$ cat src/rtl/mc_cpu.sv
module mc_cpu #(
  parameter int XLEN = 32,
  parameter int NREG = 32
) (
  input  logic            clk,
  input  logic            rst_n,
  output logic [XLEN-1:0] mem_addr,
  output logic            mem_rd,
  input  logic [XLEN-1:0] mem_rdata
);
  localparam int RW = $clog2(NREG);
  localparam logic [5:0] OP_ADD  = 6'h01;
  localparam logic [5:0] OP_LOAD = 6'h23;
  localparam logic [5:0] OP_BNEZ = 6'h05;

  typedef enum logic [3:0] {
    S_IF, S_IFR, S_IFL, S_ID, S_EX, S_MEMR, S_MEML, S_BRM, S_WB
  } st_t;

  st_t st;
  logic [XLEN-1:0] pc, mar, mdr, ir, a, b, alu;
  logic            cond;
  logic [XLEN-1:0] rf [NREG];

  wire [5:0]      op     = ir[31:26];
  wire [RW-1:0]   rs1    = ir[21+RW-1:21];
  wire [RW-1:0]   rs2    = ir[16+RW-1:16];
  wire [RW-1:0]   rd_add = ir[11+RW-1:11];
  wire [XLEN-1:0] imm    = {{(XLEN-16){ir[15]}}, ir[15:0]};
  wire            known  = (op == OP_ADD) || (op == OP_LOAD) || (op == OP_BNEZ);

  wire [XLEN-1:0] rs1_val = (rs1 == '0) ? '0 : rf[rs1];
  wire [XLEN-1:0] rs2_val = (rs2 == '0) ? '0 : rf[rs2];

  wire            is_load = (op == OP_LOAD);
  wire [RW-1:0]   wb_idx  = is_load ? rs2 : rd_add;
  wire [XLEN-1:0] wb_data = is_load ? mdr : alu;
  wire            wb_en   = (st == S_WB) && (wb_idx != '0);

  assign mem_addr = mar;
  assign mem_rd   = (st == S_IFR) || (st == S_MEMR);

  always_ff @(posedge clk) begin
    if (!rst_n) begin
      st   <= S_IF;
      pc   <= '0;
      mar  <= '0;
      mdr  <= '0;
      ir   <= '0;
      a    <= '0;
      b    <= '0;
      alu  <= '0;
      cond <= 1'b0;
    end else begin
      case (st)
        S_IF: begin
          mar <= pc;
          st  <= S_IFR;
        end
        S_IFR: st <= S_IFL;
        S_IFL: begin
          ir <= mem_rdata;
          st <= S_ID;
        end
        S_ID: begin
          a  <= rs1_val;
          b  <= rs2_val;
          pc <= pc + XLEN'(4);
          st <= known ? S_EX : S_IF;
        end
        S_EX: begin
          case (op)
            OP_ADD: begin
              alu <= a + b;
              st  <= S_WB;
            end
            OP_LOAD: begin
              mar <= a + imm;
              st  <= S_MEMR;
            end
            default: begin
              alu  <= pc + imm;
              cond <= (a != '0);
              st   <= S_BRM;
            end
          endcase
        end
        S_MEMR: st <= S_MEML;
        S_MEML: begin
          mdr <= mem_rdata;
          st  <= S_WB;
        end
        S_BRM: begin
          if (cond) pc <= alu;
          st <= S_IF;
        end
        S_WB:    st <= S_IF;
        default: st <= S_IF;
      endcase
    end
  end

  always_ff @(posedge clk) begin
    if (!rst_n) begin
      for (int i = 0; i < NREG; i++) rf[i] <= '0;
    end else if (wb_en) begin
      rf[wb_idx] <= wb_data;
    end
  end
endmodule

$ cat config.mk
export PLATFORM = sky130hd
export DESIGN_NAME = mc_cpu
export DESIGN_NICKNAME = d
export VERILOG_FILES = /design/src/rtl/mc_cpu.sv
export SDC_FILE = /design/constraint.sdc
export NUM_CORES = 2
export LEC_CHECK = 0
export BUFFER_PORTS_ARGS = -buffer_cell sky130_fd_sc_hd__buf_4
export CELL_PAD_IN_SITES_DETAIL_PLACEMENT = 0
export CELL_PAD_IN_SITES_GLOBAL_PLACEMENT = 2
export CORE_MARGIN = 5
export CORE_UTILIZATION = 45
export DETAILED_ROUTE_END_ITERATION = 10
export GPL_ROUTABILITY_DRIVEN = 1
export GPL_TIMING_DRIVEN = 0
export PLACE_DENSITY_LB_ADDON = 0.1
export SLEW_MARGIN = 20
export SYNTH_ARGS = -nofsm -noshare
export SYNTH_HDL_FRONTEND = slang
export SYNTH_SLANG_ARGS = --single-unit
$ cat constraint.sdc
create_clock -name clk -period 6.7 [get_ports clk]
set_input_delay 0.335 -clock clk [delete_from_list [all_inputs] [get_ports clk]]
set_output_delay 0.335 -clock clk [all_outputs]
set_load 0.01 [all_outputs]
Word level (Yosys, flattened, before mapping)
Memories as Yosys holds them, arrays and structs flattened. A register that Yosys moved wholly into a read port is not among the register bits.
Cells that the tools add are included.
{"block": "word_totals", "n_memories": 1, "ramBits": 1024, "output_inout_bits": 33, "register_bits": 229, "inputBits": 34}
{"block": "op_classes", "reduce_logical": 17, "n_mux": 23, "n_addsub": 4, "n_eq_ne": 13, "bitwise": 2}
{"memory": "rf", "depth": 32, "width": 32, "read_ports": 2, "rd_ports_with_merged_regs": 2, "wr": 32, "line_no": "23", "text": "logic [XLEN-1:0] rf [NREG];"}
{"cell": "32-bit two-way mux", "count": 6}
{"cell": "32-bit case mux with 2 select lines", "count": 3}
{"cell": "32-bit adder", "count": 3}
{"cell": "32-bit by 3-bit adder with 32-bit output (second input constant)", "count": 1}
{"cell": "32-bit nonzero test", "count": 1}
{"cell": "32-bit OR reduction", "count": 1}
{"cell": "5-bit two-way mux", "count": 6}
{"cell": "4-bit case mux with 7 select lines", "count": 1}
{"cell": "4-bit by 3-bit equality test with 1-bit output (second input constant)", "count": 4}
{"cell": "5-bit logical NOT", "count": 2}
{"cell": "4-bit by 2-bit equality test with 1-bit output (second input constant)", "count": 2}
{"cell": "4-bit case mux with 2 select lines", "count": 1}
{"cell": "2-bit AND reduction", "count": 4}
{"cell": "6-bit by 1-bit equality test with 1-bit output (second input constant)", "count": 1}
{"cell": "6-bit by 3-bit equality test with 1-bit output (second input constant)", "count": 1}
{"cell": "6-bit equality test (second input constant)", "count": 1}
{"cell": "1-bit two-way mux", "count": 5}
{"cell": "5-bit nonzero test", "count": 1}
{"cell": "4-bit by 1-bit equality test with 1-bit output (second input constant)", "count": 1}
{"cell": "4-bit equality test (second input constant)", "count": 1}
{"cell": "4-bit logical NOT", "count": 1}
{"cell": "2-bit inequality test (second input constant)", "count": 2}
{"cell": "2-bit nonzero test", "count": 2}
{"cell": "1-bit logical OR", "count": 3}
{"cell": "4 further kinds", "count": 5}

Depth between registers and ports, before layout
{"block": "logic_depth", "depth_word": 9, "depth_mapped": 11, "depth_no_buf": 11}

Least setup slack after synthesis
Ideal clock, no wire load.
{"block": "synth_timing", "kind": "flip-flop to flip-flop", "startpoint": "reg ir[15]", "endpoint": "reg alu[30]", "path_slack_ps": 3575, "arrival_time_ps": 3009, "n_path_buf": 0, "setup_ps": 116, "required_time_ps": 6584, "path_stages_with_launch": 11, "cell_sequence": "dfxtp_1 -> ha_1 -> a21o_1 -> a21o_1 -> a21oi_1 -> o21ai_0 -> a2bb2oi_1 -> nand3_1 -> a21o_1 -> a2111o_1 -> o211a_1"}
{"block": "synth_between", "elab_chain_len": 2}
{"item": "from (decl)", "line_no": "21", "text": "logic [XLEN-1:0] pc, mar, mdr, ir, a, b, alu;"}
{"item": "from (signal assigned)", "line_no": "62", "text": "ir <= mem_rdata;"}
{"item": "32-bit adder", "line_no": "82", "text": "alu <= pc + imm;"}
{"item": "32-bit case mux with 2 select lines", "line_no": "72", "text": "case (op)"}
{"item": "to (signal assigned)", "line_no": "74", "text": "alu <= a + b;"}
{"item": "to (signal assigned)", "line_no": "82"}
{"item": "to (decl)", "line_no": "21"}
No other way between the ends.
A chain may end at the register's enable or synchronous reset.

==> metrics.cfg <==
[setup_path]
reg2reg_from=st[3]
path_delay_family=simple AND/OR/NAND/NOR gates
path_max_fanout=32
crit_slowest_cell=nand2_4
crit_chain=clkbuf_1 -> nand2_1 -> nor4_1 -> nor3b_2 -> nand2_1 -> clkbuf_1 -> nand2_4
worstSetupPathType=reg2reg
cp-start-kind=register
slowest_delay_ns=0.73
cp_num_buf_inv=2
worstPathArrival_ns=4.84
end_kind=register
critPathLaunch=st[3]
required_ns=7.12

[routing]
drtPass1Iterations=6
wl_met1_mm=101
wl_per_cell_um=36.5
maxUsedRoutingLayer=met5
via_per_inst=6.56
drt_iter0_drc=6151
wl_met2_mm=124
met3_length_mm=30.7
ant_nets=0
routed-via-count=48900
drt-total-wl_mm=273
drc=0

[synth]
synth_area_leaders=edfxtp_1, mux4_2, dfxtp_1, nor2_1, a21oi_1
synth_ff_type=edfxtp_1
yosysTopAreaCell=edfxtp_1
ys_seq_area_frac=0.539
ys_ff_latch=1263
yosysWarningCount=0
postSynthCellCount=5103
synth_cell_type_count=80
syn_area_um2=65900
synth_edf_count=1024
synth_top_area_share=0.466
async_flop_share=0
avgSynthCellArea_um2=12.9

[die]
core_area_um2=146000
die_h_um=393
num_rows=140
dieWidth_um=393
ioPinCount=67
start_util=0.453
die_area_um2=154000

[placed_design]
portBuffers=66
routabilityCongestion=0.936
hpwl_mm=198
placed_area_um2=69900

[cts]
numCtsBuffers=148
cts.clk_slew.worst_paths_ns=0.06
insertion_delay_ns=0.82
clkSinkCount=1263
cts_max_level=4
cts_tree=done
clock_path_buffers=3
post_cts_buffers=0
cts_root_buffer=clkbuf_16

[global_routing]
grt_max_degree=35
track_usage=0.352
grt_pass1_vias=48100
grt_overflow=0
grt_pass1_wl_mm=374
antenna_found_initial=4

[sta]
rsz0062_at_grt=false
setup_viol=0
clock_skew_ns=0.0314
fin_crit_ns=4.42
hold_viol_final=0
worst_pin_slew_ns=1.30
fin_setup_tns_ns=0
slew_headroom=0.132
hold_slack_ns=0.240
max_freq_ghz=0.226
fin_crit_sh=0.660
drv_slew=0

[status]
status=completed

[hold_path]
min_path_type=in2reg
hold_start=rst_n

[run]
max-cap-violations=0

[power]
power_density_nw_per_um2=253
leakagePower_uw=0.0245
irDropWorstVdd_mv=0.242
total_power_uw=19000

[finish]
final_area_um2=75100
final_util=0.516
fillCellCount=12600
syn2layout_area_growth_pct=13.9
final_cell_mix=nor2_1, edfxtp_1, mux4_2
post_route_cells_drive_above_1_share=0.202
layout.nets=5546
final_common_cell=nor2_1

tightest hold or removal path: stages:
cell and delay (ns):
buf_4 0.13, clkbuf_1 0.30, nand2b_1 0.20, a21oi_1 0.04
final timing paths:
kind / end / slack (ns) / cells after the start
max: rf[31][6] / 2.28 / 7
min: st[1] / 0.24 / 4
max reg2reg: rf[31][6] / 2.28 / 7
min reg2reg: mdr[24] / 0.46 / 2
where the power goes:
group	switching, uW	internal, uW	total (uW)	leakage (uW)
sequential	145	8720	8860	0.0125
combinational	1230	775	2000	0.00962
clock	3540	4620	8150	0.00235
metal layers:
layer,GRT usage,up-vias
met4,0.181,2
met1,0.451,25200
met3,0.101,695
li1,-,19900
met2,0.548,3115
met5,0,-
registers in the layout (all words and copies together), names as in the netlist, named ones only:
name,count
rf,1024
a,32
alu,32
b,32
ir,32
mdr,32
mem_addr,32
pc,32
st,4
cond,1
synthesized netlist by cell type, types with 4 or more instances:
cell type / n
inv_1: 29
xnor2_1: 48
nand3_1: 45
and3_1: 24
o31ai_1: 7
nor2_1: 1267
o21ai_0: 82
or4_1: 4
and4_1: 4
o211a_1: 5
a221oi_1: 5
nand4_1: 15
or2_2: 6
o22ai_1: 12
or3_1: 9
buf_2: 47
nand2_1: 343
mux2i_1: 105
o21ai_1: 13
nand2b_1: 12
a31oi_1: 15
dfxtp_1: 239
mux4_2: 640
a211oi_1: 17
clkbuf_1: 363
o21a_1: 16
o221ai_1: 5
buf_1: 42
ha_1: 94
a21o_1: 52
nand3b_1: 5
a22oi_1: 10
nor4_1: 15
edfxtp_1: 1024
o21bai_1: 18
nor3_1: 35
and2_1: 13
nor3b_1: 5
nor2b_1: 7
a21oi_1: 287
a311oi_1: 27
xor2_1: 21
o211ai_1: 10
cells by family (layout without fill, tap and decap cells):
kind of cell               count (synthesis)  after routing  share of synthesized area
xor gates and xnor gates                  69             69                    0.00917
adders and majority gates                 97             97                     0.0188
and+or+nand+nor                         1814           1814                      0.110
buffers and inverters                    483            888                     0.0285
other                                      1             35                  0.0000569
AOI/OAI and AO/OA                        629            629                     0.0592
muxes                                    747            747                      0.235
DFF                                     1263           1263                      0.539
repair_timing:
action / in CTS / in global routing
hold buffers: 32 / 0
gates resized for setup: 0 / 0
endpoints found under the hold margin: 74 / 0
final cells by class:
type                            instances  area (um2)  area share
Timing Repair Buffer                  131        1500      0.0199
Clock inverter                         85         816      0.0109
Sequential cell                      1263       35500       0.473
Tap cell                             1917        2400      0.0319
Antenna cell                            3        7.51    0.000100
Multi-Input combinational cell       3388       28900       0.385
Inverter                               30         113     0.00150
Clock buffer                          189        4000      0.0533
Buffer                                453        1830      0.0244
through the flow:
stage | setup WS, ns | instances
floorplan | 3.57 | 5134
global placement | 0.516 | 7117
detailed placement | 2.50 | 7150
CTS | 2.45 | 7456
global route | 2.21 | 7456
finish | 2.28 | 7459
(Power assumes the default switching activity.)
